[src/rtl/pwmc_pkg.sv]
package pwmc_pkg;
    localparam int BUS_W  = 32;
    localparam int ADDR_W = 12;

    // global register select; values equal address bits [4:2]
    typedef enum logic [3:0] {
        G_MODE  = 4'd0,
        G_EN    = 4'd1,
        G_DIS   = 4'd2,
        G_STAT  = 4'd3,
        G_IEN   = 4'd4,
        G_IDIS  = 4'd5,
        G_IMASK = 4'd6,
        G_ISR   = 4'd7,
        G_NONE  = 4'd8
    } greg_e;

    // channel register select; values equal address bits [3:2]
    typedef enum logic [1:0] {
        C_MODE = 2'd0,
        C_DUTY = 2'd1,
        C_PER  = 2'd2,
        C_CNT  = 2'd3
    } creg_e;
endpackage

[src/rtl/pwmc_decode.sv]
module pwmc_decode
    import pwmc_pkg::*;
#(
    parameter int NCH = 4,
    parameter int CIW = 2
) (
    input  logic [ADDR_W-1:0] addr_i,
    output greg_e             gsel_o,
    output logic              chit_o,
    output logic [CIW-1:0]    cidx_o,
    output creg_e             creg_o
);
    localparam logic [3:0] NCH4 = 4'(NCH);

    logic       aligned;
    logic [3:0] win;

    always_comb begin
        aligned = (addr_i[1:0] == 2'b00);
        win     = addr_i[8:5];
        gsel_o  = G_NONE;
        if (aligned && addr_i[ADDR_W-1:5] == '0)
            gsel_o = greg_e'({1'b0, addr_i[4:2]});
        chit_o = aligned && (addr_i[ADDR_W-1:9] == 3'b001) && (win < NCH4)
                 && (addr_i[4] == 1'b0);
        cidx_o = win[CIW-1:0];
        creg_o = creg_e'(addr_i[3:2]);
    end
endmodule

[src/rtl/pwmc_ctrl.sv]
module pwmc_ctrl
    import pwmc_pkg::*;
#(
    parameter int NCH = 4
) (
    input  logic             clk,
    input  logic             rst_n,
    input  logic             wr_i,
    input  logic             rd_i,
    input  greg_e            sel_i,
    input  logic [BUS_W-1:0] wdata_i,
    input  logic [NCH-1:0]   evt_i,
    output logic [BUS_W-1:0] mode_o,
    output logic [NCH-1:0]   en_o,
    output logic [NCH-1:0]   mask_o,
    output logic [NCH-1:0]   pend_o,
    output logic             irq_o
);
    typedef struct packed {
        logic [BUS_W-1:0] mode;
        logic [NCH-1:0]   en;
        logic [NCH-1:0]   mask;
        logic [NCH-1:0]   pend;
    } ctrl_t;

    ctrl_t          st_d, st_q;
    logic [NCH-1:0] bits;
    logic           clr_rd;

    always_comb begin
        st_d   = st_q;
        bits   = wdata_i[NCH-1:0];
        clr_rd = rd_i && (sel_i == G_ISR);
        if (wr_i) begin
            case (sel_i)
                G_MODE:  st_d.mode = wdata_i;
                G_EN:    st_d.en   = st_q.en | bits;
                G_DIS:   st_d.en   = st_q.en & ~bits;
                G_IEN:   st_d.mask = st_q.mask | bits;
                G_IDIS:  st_d.mask = st_q.mask & ~bits;
                default: ;
            endcase
        end
        // a new event wins over the clear of the same cycle
        st_d.pend = (clr_rd ? '0 : st_q.pend) | evt_i;
    end

    always_ff @(posedge clk) begin
        if (!rst_n) st_q <= '0;
        else        st_q <= st_d;
    end

    assign mode_o = st_q.mode;
    assign en_o   = st_q.en;
    assign mask_o = st_q.mask;
    assign pend_o = st_q.pend;
    assign irq_o  = |(st_q.pend & st_q.mask);

    assert_en_set_R2: assert property (@(posedge clk) disable iff (!rst_n)
        (wr_i && sel_i == G_EN) |=>
        ((en_o & $past(wdata_i[NCH-1:0])) == $past(wdata_i[NCH-1:0])));

    assert_dis_clr_R2: assert property (@(posedge clk) disable iff (!rst_n)
        (wr_i && sel_i == G_DIS) |=> ((en_o & $past(wdata_i[NCH-1:0])) == '0));

    assert_mask_hold_R3: assert property (@(posedge clk) disable iff (!rst_n)
        !(wr_i && (sel_i == G_IEN || sel_i == G_IDIS)) |=> $stable(mask_o));

    assert_read_clears_R4: assert property (@(posedge clk) disable iff (!rst_n)
        (rd_i && sel_i == G_ISR) |=> ((pend_o & ~$past(evt_i)) == '0));

    assert_event_kept_R5: assert property (@(posedge clk) disable iff (!rst_n)
        (evt_i != '0) |=> ((pend_o & $past(evt_i)) == $past(evt_i)));
endmodule

[src/rtl/pwmc_chan.sv]
module pwmc_chan
    import pwmc_pkg::*;
#(
    parameter int CNT_W  = 16,
    parameter int MODE_W = 4
) (
    input  logic              clk,
    input  logic              rst_n,
    input  logic              tick_i,
    input  logic              en_i,
    input  logic              wr_i,
    input  creg_e             creg_i,
    input  logic [CNT_W-1:0]  wdata_i,
    output logic [MODE_W-1:0] mode_o,
    output logic [CNT_W-1:0]  duty_o,
    output logic [CNT_W-1:0]  per_o,
    output logic [CNT_W-1:0]  cnt_o,
    output logic              evt_o,
    output logic              pwm_o
);
    typedef struct packed {
        logic [MODE_W-1:0] mode;
        logic [CNT_W-1:0]  duty;
        logic [CNT_W-1:0]  per;
        logic [CNT_W-1:0]  cnt;
    } chan_t;

    chan_t st_d, st_q;
    logic  evt;

    always_comb begin
        st_d = st_q;
        evt  = 1'b0;
        if (wr_i) begin
            case (creg_i)
                C_MODE:  st_d.mode = wdata_i[MODE_W-1:0];
                C_DUTY:  st_d.duty = wdata_i;
                C_PER:   st_d.per  = wdata_i;
                default: ;
            endcase
        end
        if (!en_i) begin
            st_d.cnt = '0;
        end else if (tick_i) begin
            if (st_q.cnt >= st_q.per) begin
                st_d.cnt = '0;
                evt      = 1'b1;
            end else begin
                st_d.cnt = st_q.cnt + 1'b1;
            end
        end
    end

    always_ff @(posedge clk) begin
        if (!rst_n) st_q <= '0;
        else        st_q <= st_d;
    end

    assign mode_o = st_q.mode;
    assign duty_o = st_q.duty;
    assign per_o  = st_q.per;
    assign cnt_o  = st_q.cnt;
    assign evt_o  = evt;
    assign pwm_o  = en_i & ((st_q.cnt < st_q.duty) ^ st_q.mode[0]);

    assert_wrap_R7: assert property (@(posedge clk) disable iff (!rst_n)
        (en_i && tick_i && cnt_o >= per_o) |=> (cnt_o == '0));

    assert_idle_zero_R7: assert property (@(posedge clk) disable iff (!rst_n)
        !en_i |=> (cnt_o == '0));

    assert_tick_hold_R7: assert property (@(posedge clk) disable iff (!rst_n)
        (en_i && !tick_i) |=> $stable(cnt_o));
endmodule

[src/rtl/pwmc_top.sv]
module pwmc_top
    import pwmc_pkg::*;
#(
    parameter int NCH    = 4,
    parameter int CNT_W  = 16,
    parameter int MODE_W = 4
) (
    input  logic              clk,
    input  logic              rst_n,
    input  logic              tick_i,
    input  logic              bus_wr_i,
    input  logic              bus_rd_i,
    input  logic [ADDR_W-1:0] bus_addr_i,
    input  logic [BUS_W-1:0]  bus_wdata_i,
    output logic [BUS_W-1:0]  bus_rdata_o,
    output logic [NCH-1:0]    pwm_o,
    output logic              irq_o
);
    localparam int CIW = (NCH > 1) ? $clog2(NCH) : 1;

    greg_e            gsel;
    creg_e            creg;
    logic             chit;
    logic [CIW-1:0]   cidx;
    logic [BUS_W-1:0] gmode;
    logic [NCH-1:0]   en, mask, pend, evt;
    logic [BUS_W-1:0] rdata_d, rdata_q;

    logic [MODE_W-1:0] mode_a [NCH];
    logic [CNT_W-1:0]  duty_a [NCH];
    logic [CNT_W-1:0]  per_a  [NCH];
    logic [CNT_W-1:0]  cnt_a  [NCH];

    pwmc_decode #(.NCH(NCH), .CIW(CIW)) u_dec (
        .addr_i (bus_addr_i),
        .gsel_o (gsel),
        .chit_o (chit),
        .cidx_o (cidx),
        .creg_o (creg)
    );

    pwmc_ctrl #(.NCH(NCH)) u_ctrl (
        .clk     (clk),
        .rst_n   (rst_n),
        .wr_i    (bus_wr_i),
        .rd_i    (bus_rd_i),
        .sel_i   (gsel),
        .wdata_i (bus_wdata_i),
        .evt_i   (evt),
        .mode_o  (gmode),
        .en_o    (en),
        .mask_o  (mask),
        .pend_o  (pend),
        .irq_o   (irq_o)
    );

    for (genvar i = 0; i < NCH; i++) begin : g_ch
        logic ch_wr;
        assign ch_wr = bus_wr_i && chit && (cidx == CIW'(i));
        pwmc_chan #(.CNT_W(CNT_W), .MODE_W(MODE_W)) u_ch (
            .clk     (clk),
            .rst_n   (rst_n),
            .tick_i  (tick_i),
            .en_i    (en[i]),
            .wr_i    (ch_wr),
            .creg_i  (creg),
            .wdata_i (bus_wdata_i[CNT_W-1:0]),
            .mode_o  (mode_a[i]),
            .duty_o  (duty_a[i]),
            .per_o   (per_a[i]),
            .cnt_o   (cnt_a[i]),
            .evt_o   (evt[i]),
            .pwm_o   (pwm_o[i])
        );
    end

    always_comb begin
        rdata_d = rdata_q;
        if (bus_rd_i) begin
            rdata_d = '0;
            if (gsel != G_NONE) begin
                case (gsel)
                    G_MODE:  rdata_d = gmode;
                    G_STAT:  rdata_d = BUS_W'(en);
                    G_IMASK: rdata_d = BUS_W'(mask);
                    G_ISR:   rdata_d = BUS_W'(pend);
                    default: rdata_d = '0;
                endcase
            end else if (chit) begin
                case (creg)
                    C_MODE:  rdata_d = BUS_W'(mode_a[cidx]);
                    C_DUTY:  rdata_d = BUS_W'(duty_a[cidx]);
                    C_PER:   rdata_d = BUS_W'(per_a[cidx]);
                    default: rdata_d = BUS_W'(cnt_a[cidx]);
                endcase
            end
        end
    end

    always_ff @(posedge clk) begin
        if (!rst_n) rdata_q <= '0;
        else        rdata_q <= rdata_d;
    end

    assign bus_rdata_o = rdata_q;

    assert_rdata_hold_R11: assert property (@(posedge clk) disable iff (!rst_n)
        !bus_rd_i |=> $stable(bus_rdata_o));

    assert_irq_src_R6: assert property (@(posedge clk) disable iff (!rst_n)
        irq_o |-> ((pend & mask) != '0));
endmodule

[config.mk]
export PLATFORM = sky130hd
export DESIGN_NAME = pwmc_top
export DESIGN_NICKNAME = d
export VERILOG_FILES = /design/src/rtl/pwmc_pkg.sv /design/src/rtl/pwmc_decode.sv /design/src/rtl/pwmc_ctrl.sv /design/src/rtl/pwmc_chan.sv /design/src/rtl/pwmc_top.sv
export SDC_FILE = /design/constraint.sdc
export NUM_CORES = 1
export LEC_CHECK = 0
export CAP_MARGIN = 10
export CORE_ASPECT_RATIO = 1.2
export CORE_UTILIZATION = 45
export DETAILED_ROUTE_END_ITERATION = 8
export DONT_BUFFER_PORTS = 1
export GPL_TIMING_DRIVEN = 0
export SKIP_LAST_GASP = 1
export SLEW_MARGIN = 10
export SYNTH_ARGS = -nofsm -noshare
export SYNTH_HDL_FRONTEND = slang
export SYNTH_HIERARCHICAL = 1
export SYNTH_SLANG_ARGS = --single-unit
[constraint.sdc]
create_clock -name clk -period 3.3 [get_ports clk]
set_clock_uncertainty 0.05 [all_clocks]
set_input_delay 0.66 -clock clk [delete_from_list [all_inputs] [get_ports clk]]
set_output_delay 0.66 -clock clk [all_outputs]
set_load 0.02 [all_outputs]
=== Word level (Yosys, flattened, before mapping) ===
Index checks and enable logic that the tools add are counted.

* Bitwise operators: 17
* Eq/ne operators: 14
* Multiplexer cells: 36
* Magnitude comparators: 10
* Shift operators: 0
* Div/mod/pow operators: 0
* Multipliers: 0
* Add/sub/neg operators: 4
* Reductions and logical operators: 37

{| class="wikitable"
|+ Operators with widths
! cell !! number
|-
| 16-bit 2-to-1 mux || 11
|-
| 32-bit one-hot mux with 4 select lines || 1
|-
| 16-bit binary-select mux with 2-bit select || 3
|-
| 16-bit by 1-bit adder with 16-bit output, second input constant || 4
|-
| 16-bit greater-or-equal comparator || 4
|-
| 16-bit < comparator || 4
|-
| 16-bit one-hot mux with 3 select lines || 1
|-
| 2-bit AND reduction || 19
|-
| 32-bit 2-to-1 mux || 1
|-
| 4-bit by 3-bit equality test with 1-bit output, second input constant || 4
|-
| 4-bit 2-to-1 mux || 4
|-
| 4-bit one-hot mux with 2 select lines || 2
|-
| 4-bit bitwise AND || 3
|-
| 1-bit 2-to-1 mux || 12
|-
| 4-bit OR || 3
|-
| 1-bit logical AND || 10
|-
| 4-bit binary-select mux with 2-bit select || 1
|-
| 4-bit by 2-bit equality test with 1-bit output, second input constant || 2
|-
| 7-bit zero test || 1
|-
| 2-bit equality test, second input constant || 3
|-
| 2-bit zero test || 3
|-
| 1-bit bitwise AND || 4
|-
| 2-bit by 1-bit equality test with 1-bit output, second input constant || 2
|-
| 4-bit by 1-bit equality test with 1-bit output, second input constant || 1
|-
| other kinds (11) || 15
|}

* Memories: 0
* Output and inout bits: 37
* Bits in writable memories: 0
* Logic and storage cells: 139
* Bits of input ports: 49
* Flip-flop bits (word level): 284
* Memory bits (read-only): 0
* Bits in latches: 0

=== Depth between registers and ports, before layout ===
Gate-level depths: netlist of the first run.

* Depth after elaboration: 7
* Depth in mapped cells: 13
* Gate-level depth less buffers: 9

=== Cells and area by module ===
The synthesis of the first run kept the hierarchy.

{| class="wikitable"
|+ By module, submodules not included
! module !! area an instance (um2) !! sequential area each (um2) !! times used !! cells each
|-
| pwmc_chan || 2,972.9 || 1,041.0 || 4 || 354
|-
| pwmc_top || 3,373.2 || 640.6 || 1 || 392
|-
| pwmc_ctrl || 1,860.5 || 880.8 || 1 || 202
|-
| pwmc_decode || 116.4 || 0.0 || 1 || 15
|}

=== Least setup slack after synthesis of the first run ===
OpenSTA, ideal clock, no wires.

* Path kind: input -> register
* Start point: input port bus_addr_i[6]
* End point: register rdata_q[10] (netlist: bus_rdata_o[10])
* Library setup time: 0.119 ns
* Cell stages on the path: 7
* Buffers on the path: 1
* Arrival: 3.226 ns
* Data required time: 3.131 ns
* Setup slack: -0.095 ns
* Cell sequence: or4b_2 -> nor4_1 -> and4b_1 -> buf_2 -> nor2b_1 -> or3_1 -> a21oi_1

* Elaborated cells on any way between the ends: 25
* Those cells by class: 1 x order compare; 4 x eq/ne; 14 x mux; 1 x bitwise; 5 x reduce/logical

{| class="wikitable"
|+ RTL lines
! item !! RTL line !! text
|-
| start: declaration || pwmc_top.sv:13 || <nowiki>input logic [ADDR_W-1:0] bus_addr_i,</nowiki>
|-
| 7-bit zero test (*) || pwmc_decode.sv:22 || <nowiki>if (aligned && addr_i[ADDR_W-1:5] == '0)</nowiki>
|-
| 1-bit logical AND (*) || pwmc_decode.sv:22 ||
|-
| 4-bit 2-to-1 mux (*) || pwmc_decode.sv:22 ||
|-
| via gsel[2] || pwmc_top.sv:21 || <nowiki>greg_e gsel;</nowiki>
|-
| 4-bit by 3-bit equality test with 1-bit output, or another cell as far along || pwmc_top.sv:82 || <nowiki>case (gsel)</nowiki>
|-
| 32-bit one-hot mux with 4 select lines || pwmc_top.sv:82 ||
|-
| 32-bit 2-to-1 mux (*) || pwmc_top.sv:81 || <nowiki>if (gsel != G_NONE) begin</nowiki>
|-
| end signal: assignment || pwmc_top.sv:102 || <nowiki>else rdata_q <= rdata_d;</nowiki>
|-
| end: declaration || pwmc_top.sv:27 || <nowiki>logic [BUS_W-1:0] rdata_d, rdata_q;</nowiki>
|}

Mark *: on every way through the listed nets, which the timed path passes. The rest lies on a longest branch. The select of a mux whose other input is x is not followed.
A chain may end at the register's enable or synchronous reset.

=== Worst setup path after layout of the first run ===
* Start point: register g_ch[0].u_ch.st_q (netlist bit g_ch[0].u_ch/cnt_o[8])
* End point: output port pwm_o[0]

* Cells in the longest elaborated chain, start to end: 3

{| class="wikitable"
|+ RTL lines
! item !! RTL line !! text
|-
| start: declaration || pwmc_chan.sv:28 || <nowiki>chan_t st_d, st_q;</nowiki>
|-
| start signal: assignment || pwmc_chan.sv:56 || <nowiki>else st_q <= st_d;</nowiki>
|-
| 16-bit < comparator || pwmc_chan.sv:64 || <nowiki>assign pwm_o = en_i & ((st_q.cnt < st_q.duty) ^ st_q.mode[0]);</nowiki>
|-
| 1-bit bitwise XOR || pwmc_chan.sv:64 ||
|-
| 1-bit bitwise AND || pwmc_chan.sv:64 ||
|-
| end: declaration || pwmc_top.sv:16 || <nowiki>output logic [NCH-1:0] pwm_o,</nowiki>
|}

Every way passes these cells.

==> results of run 1 <==
[cell families (layout without fill, tap and decap cells)]
| group | after synthesis | in the layout | share of synthesized area |
|---|---|---|---|
| xor gates and xnor gates | 53 | 53 | 0.0269 |
| buffers and inverters | 263 | 318 | 0.0706 |
| and+or+nand+nor | 690 | 690 | 0.195 |
| adders and majority gates | 128 | 128 | 0.0929 |
| muxes | 151 | 151 | 0.0971 |
| DFF | 284 | 284 | 0.330 |
| AOI/OAI and AO/OA | 456 | 456 | 0.188 |
[worst max-delay path by stage]
stage / from / end / slack [ps]
final: g_ch[0].u_ch/cnt_o[8] / pwm_o[0] / 40
after detailed placement: bus_addr_i[10] / g_ch[0].u_ch/per_o[11] / -680
after floorplan: bus_addr_i[6] / register / 90
after CTS: g_ch[0].u_ch/cnt_o[1] / pwm_o[0] / -70
after global routing: g_ch[1].u_ch/duty_o[1] / pwm_o[1] / -40
after global placement: bus_addr_i[10] / g_ch[0].u_ch/per_o[12] / -570
[per-layer routing]
metal	wire, µm	track usage	vias to the layer above
met5	0	0	-
met4	3530	0.175	0
met3	3940	0.0464	162
met2	29600	0.545	577
met1	24000	0.358	7222
li1	-	-	7154
[cell type report]
type	instances	area, µm²	share of cell area
Clock inverter	13	131	0.00692
Multi-Input combinational cell	1478	10400	0.549
Buffer	114	658	0.0347
Clock buffer	42	897	0.0472
Tap cell	480	601	0.0316
Inverter	149	559	0.0295
Sequential cell	284	5710	0.301
[synth_stat cells (15+ instances only)]
cell type  instances
o2111ai_1         20
a22oi_1           23
a21boi_0         131
a211oi_1          49
o21ai_0           51
nand2b_1          47
nor3_1            18
a21o_1            16
xnor2_1           29
inv_1            149
o22ai_1           18
nor2b_1           31
or3_1             15
nand3_1           39
ha_1             128
clkbuf_1          72
a21oi_1           61
nor2_1            58
nand2_1          394
dfxtp_1          284
nand4_1           16
xor2_1            24
mux2i_1          138
[report_power, final]
group | internal [mW] | switching [mW] | leakage, nW
Combinational | 0.135 | 0.219 | 3.70
Clock | 2.05 | 1.51 | 0.508
Sequential | 3.44 | 0.0153 | 2.30
Total | 5.62 | 1.74 | 6.51
[per-stage QoR]
stage / setup slack (ps) / TNS (ps) / utilization / cell area [µm²]
global placement: -565 / -53610 / 0.473 / 17900
CTS: -67.4 / -67.4 / 0.501 / 18900
global route: -42.0 / -42.0 / 0.503 / 19000
floorplan: 93.8 / 0 / - / 17300
finish: 35.8 / 0 / 0.503 / 19000
detailed placement: -685 / -62830 / 0.473 / 17900
[repair_timing]
action,in CTS,in global routing
setup endpoints to repair,24,23
hold buffers,0,0
gates resized for setup,28,11
[sequential cells by signal, summed over array words and instances (netlist names), named ones only]
| name | cells |
|---|---|
| g_ch.u_ch/cnt_o | 64 |
| g_ch.u_ch/duty_o | 64 |
| g_ch.u_ch/per_o | 64 |
| g_ch.u_ch/mode_o | 16 |
| u_ctrl/mode_o | 32 |
| bus_rdata_o | 32 |
| u_ctrl/pend_o | 4 |
[placed cells by master, fill, tap and decap left out, drive strengths merged, types with 27 or more instances in the layout]
master / synthesis / routed
nor2: 60 / 60
nand2: 394 / 394
dfxtp: 284 / 284
clkbuf: 72 / 114
inv: 149 / 150
xnor2: 29 / 29
a22oi: 27 / 27
a21boi: 144 / 144
nor2b: 31 / 31
nand2b: 47 / 47
mux2i: 138 / 138
ha: 128 / 128
buf: 42 / 42
a21oi: 61 / 61
o21ai: 56 / 56
nand3: 39 / 39
a211oi: 57 / 57
==> results.py, run 1 <==
metrics = {
    "detailed_routing": {
        "dr.first_iter.drc_count": 1222,
        "detail-route-antenna-nets": 0,
        "vias": 15100,
        "wl_per_cell_um": 23.9,
        "finalWirelength_um": 61100,
        "dr.pass1.iters": 6,
        "drc_errors": 0,
        "via_per_inst": 5.90,
    },
    "setup_path": {
        "ff2ff_path_depth": 8,
        "crit_type": "register to output port",
        "rr_startpoint": "g_ch[1].u_ch/cnt_o[13]",
        "cp_slowest_cell": "dfxtp_1",
        "r2r_setup_slack_ps": 260,
        "slowest_delay_ps": 580,
        "worstPathRequired_ps": 2590,
        "r2r-end": "u_ctrl/pend_o[1]",
        "path_cells": "ha_1, and4_1, a221o_1, a311o_1, nand3_4",
        "crit_path_max_fanout": 6,
        "cp_data_arrival_time_ps": 2550,
        "crit_family": "compound AO/OA/AOI/OAI gates",
        "crit_buf_inv": 0,
        "critPathCaptureType": "output port",
        "critPathLaunchType": "register",
        "cp.depth": 5,
    },
    "floorplan": {
        "core_um2": 37800,
        "floorplan.initialDensity": 0.457,
        "dieArea_um2": 39100,
        "top_level_ports": 86,
        "rows": 78,
        "dieWidth_um": 181,
        "dieHeight_um": 216,
    },
    "timing": {
        "tightest_slew_ps": 1020,
        "hold_viol": 0,
        "maxSlewHeadroom": 0.311,
        "fin_crit_sh": 0.989,
        "rsz0062_at_grt": "true",
        "finalSetupViolCount": 0,
        "fin_crit_ps": 3260,
        "drv_slew": 0,
        "fmax_mhz": 306,
        "holdWs_ps": 167,
    },
    "worst_hold_path": {
        "min_path_type": "input port to register",
        "worstHoldStart": "bus_wdata_i[30]",
        "hold_depth": 2,
        "worstHoldEndpoint": "u_ctrl/mode_o[30]",
    },
    "global_routing": {
        "overflow": 0,
        "grt_pass1_vias": 14700,
        "track_usage": 0.310,
        "grt_start_max_net_pins": 27,
        "grt_pass1_wl_um": 90800,
        "antenna_found_initial": 0,
    },
    "power": {
        "power.total_mw": 7.36,
        "pwr_density_cell_nw_per_um2": 388,
        "vdd_drop_max_mv": 0.401,
        "p_leak_nw": 6.51,
    },
    "final_layout": {
        "antenna_cells": 0,
        "fin_cells": 2560,
        "fillers": 3606,
        "layout-drive-gt1-share": 0.0966,
        "nets": 2235,
        "area_growth_pct": 10.1,
    },
    "synthesis": {
        "synth.distinct_cells": 69,
        "yosysTopAreaCell": "dfxtp_1",
        "syn_nets": 2202,
        "synthDominantCellAreaShare": 0.330,
        "synth-seq-cells": 284,
        "syn-cell-area_um2": 17200,
        "synth_seq_area_share": 0.330,
        "syn_inst": 2025,
        "synthTopCellsByArea": "dfxtp_1 33%, ha_1 9.3%, nand2_1 8.6%",
        "synth-edff-count": 0,
        "syn_avg_cell_area_um2": 8.51,
        "ys_async_sr_fraction": 0,
        "synth_ff_type": "dfxtp_1",
        "yosys_warnings": 6,
    },
    "cts": {
        "cts_buffer_depth": 3,
        "worst_skew_pair.late_latency_ps": 590,
        "clkSinkCount": 284,
        "cts.htree.levels": 1,
        "cts_tree": "built",
        "clkSlewWorstSetupHoldPaths_ps": 60,
        "root_buffer": "clkbuf_16",
        "numCtsBuffers": 31,
        "post_cts_buffers": 0,
    },
    "place": {
        "place_congestion": 1.01,
        "port_buffers": 0,
        "place_inst": 2505,
        "post-dp-hpwl_um": 46800,
    },
    "outcome": {
        "run_status": "finished clean",
    },
    "flow_run": {
        "cap_violations": 0,
    },
}
Note: power is estimated with default switching activity, not from simulation.
==> run 2: changes to the inputs <==
--- a/config.mk
+++ b/config.mk
@@ -11,7 +11,6 @@
 export DETAILED_ROUTE_END_ITERATION = 8
 export DONT_BUFFER_PORTS = 1
 export GPL_TIMING_DRIVEN = 0
-export SKIP_LAST_GASP = 1
 export SLEW_MARGIN = 10
 export SYNTH_ARGS = -nofsm -noshare
 export SYNTH_HDL_FRONTEND = slang
==> results.py, run 2 (synthesis results as in run 1) <==
metrics = {
    "outcome": {
        "run_status": "finished clean",
    },
    "global_routing": {
        "grt_pass1_wl_um": 90800,
        "track_usage": 0.310,
        "overflow": 0,
        "antenna_found_initial": 0,
        "grt_start_max_net_pins": 27,
        "grt_pass1_vias": 14700,
    },
    "setup_path": {
        "ff2ff_path_depth": 8,
        "critPathCaptureType": "output port",
        "critPathLaunchType": "register",
        "r2r_setup_slack_ps": 270,
        "cp_data_arrival_time_ps": 2520,
        "worstPathRequired_ps": 2590,
        "crit_path_max_fanout": 3,
        "crit_type": "register to output port",
        "r2r-end": "u_ctrl/pend_o[1]",
        "rr_startpoint": "g_ch[1].u_ch/cnt_o[13]",
    },
    "timing": {
        "fin_ws_ps": 69.8,
        "rsz0062_at_grt": "false",
        "fmax_mhz": 310,
        "maxSlewHeadroom": 0.314,
        "hold_viol": 0,
        "drv_slew": 0,
        "fin_crit_sh": 0.979,
        "finalSetupViolCount": 0,
        "tightest_slew_ps": 1020,
        "fin_crit_ps": 3230,
    },
    "place": {
        "place_congestion": 1.01,
        "place_inst": 2505,
        "post-dp-hpwl_um": 46800,
        "pre_cts_ws_ps": -685,
        "port_buffers": 0,
    },
    "cts": {
        "post_cts_buffers": 0,
        "numCtsBuffers": 31,
        "worst_skew_pair.late_latency_ps": 580,
        "cts.htree.levels": 1,
        "cts_buffer_depth": 3,
        "clkSinkCount": 284,
        "cts_tree": "built",
        "root_buffer": "clkbuf_16",
        "clkSlewWorstSetupHoldPaths_ps": 60,
        "hold_buffers": 0,
    },
    "flow_run": {
        "cap_violations": 0,
    },
    "detailed_routing": {
        "vias": 15200,
        "dr.pass1.iters": 6,
        "wl_per_cell_um": 23.9,
        "via_per_inst": 5.93,
        "drc_errors": 0,
        "finalWirelength_um": 61100,
        "dr.first_iter.drc_count": 1266,
        "detail-route-antenna-nets": 0,
    },
    "final_layout": {
        "fin_cells": 2560,
        "fillers": 3605,
        "final_cell_mix": "394 x nand2_1, 261 x dfxtp_1, 149 x inv_1, 138 x mux2i_1, 131 x a21boi_0",
        "final_common_cell": "nand2_1",
        "area_growth_pct": 10.1,
        "layout-drive-gt1-share": 0.0971,
        "nets": 2235,
        "multi_input_area_um2": 10400,
        "regArea_um2": 5710,
        "antenna_cells": 0,
    },
    "worst_hold_path": {
        "worstHoldEndpoint": "u_ctrl/mode_o[30]",
        "min_path_type": "input port to register",
        "worstHoldStart": "bus_wdata_i[30]",
        "hold_depth": 2,
    },
    "power": {
        "p_leak_nw": 6.51,
        "internal_power_mw": 5.62,
        "vdd_drop_max_mv": 0.401,
        "pwr-share-comb": 0.048,
        "power.total_mw": 7.36,
        "pwr_density_cell_nw_per_um2": 387,
        "switchingPower_mw": 1.74,
        "p_sw_frac": 0.236,
        "clkPwrFrac": 0.483,
        "seqPwrFrac": 0.469,
    },
    "floorplan": {
        "core_um2": 37800,
        "floorplan.initialDensity": 0.457,
        "top_level_ports": 86,
        "rows": 78,
        "dieArea_um2": 39100,
        "dieWidth_um": 181,
        "dieHeight_um": 216,
    },
}
[run 2: final cells by class]
type	instances	area share
Inverter	149	0.0295
Clock buffer	42	0.0472
Clock inverter	13	0.00692
Tap cell	480	0.0316
Buffer	114	0.0347
Multi-Input combinational cell	1478	0.549
Sequential cell	284	0.301
[run 2: critical path, stage by stage, from the launching register on]
cell and delay [ps]:
dfxtp_1 380, inv_1 70, ha_1 310, a2111oi_2 410
o21ai_1 230, a311o_1 370, nand3_2 160
[run 2: worst max-delay path by stage]
stage | endpoint | cells past startpoint | start | slack, ps
2_1_floorplan | register | 6 | bus_addr_i[6] | 90
3_3_place_gp | g_ch[0].u_ch/per_o[12] | 9 | bus_addr_i[10] | -570
3_5_place_dp | g_ch[0].u_ch/per_o[11] | 9 | bus_addr_i[10] | -680
4_1_cts | pwm_o[1] | 5 | g_ch[1].u_ch/cnt_o[1] | 10
5_1_grt | pwm_o[3] | 7 | g_ch[3].u_ch/duty_o[9] | 10
6_report | pwm_o[2] | 6 | g_ch[2].u_ch/duty_o[1] | 70
[run 2: repair_timing]
| action | 4_1_cts | 5_1_grt |
|---|---|---|
| pin swaps | 0 | 0 |
| gates resized for setup | 31 | 10 |
| endpoints found under the setup margin | 24 | 23 |
[run 2: through the flow]
stage | utilization | setup TNS (ps) | cell area [µm²] | hold slack, ps
final | 0.503 | 0 | 19000 | 164
after global routing | 0.503 | 0 | 19000 | 152
after CTS | 0.502 | 0 | 19000 | 147
after detailed placement | 0.473 | -62830 | 17900 | 395
after global placement | 0.473 | -53610 | 17900 | 390
after floorplan | - | 0 | 17300 | 380
[run 2: power groups by stage]
stage	registers, mW	logic (mW)	clock network (mW)
after CTS	3.45	0.349	3.61
after detailed placement	3.53	0.347	0
after global routing	3.45	0.374	3.75
after global placement	3.53	0.345	0
after floorplan	3.52	0.248	0
final	3.45	0.356	3.55
[run 2: routing by layer]
| layer | vias up | part of all wire | track usage |
|---|---|---|---|
| li1 | 7154 | - | - |
| met1 | 7256 | 0.39 | 0.358 |
| met2 | 595 | 0.48 | 0.545 |
| met3 | 163 | 0.068 | 0.0464 |
| met4 | 0 | 0.060 | 0.175 |
| met5 | - | 0 | 0 |
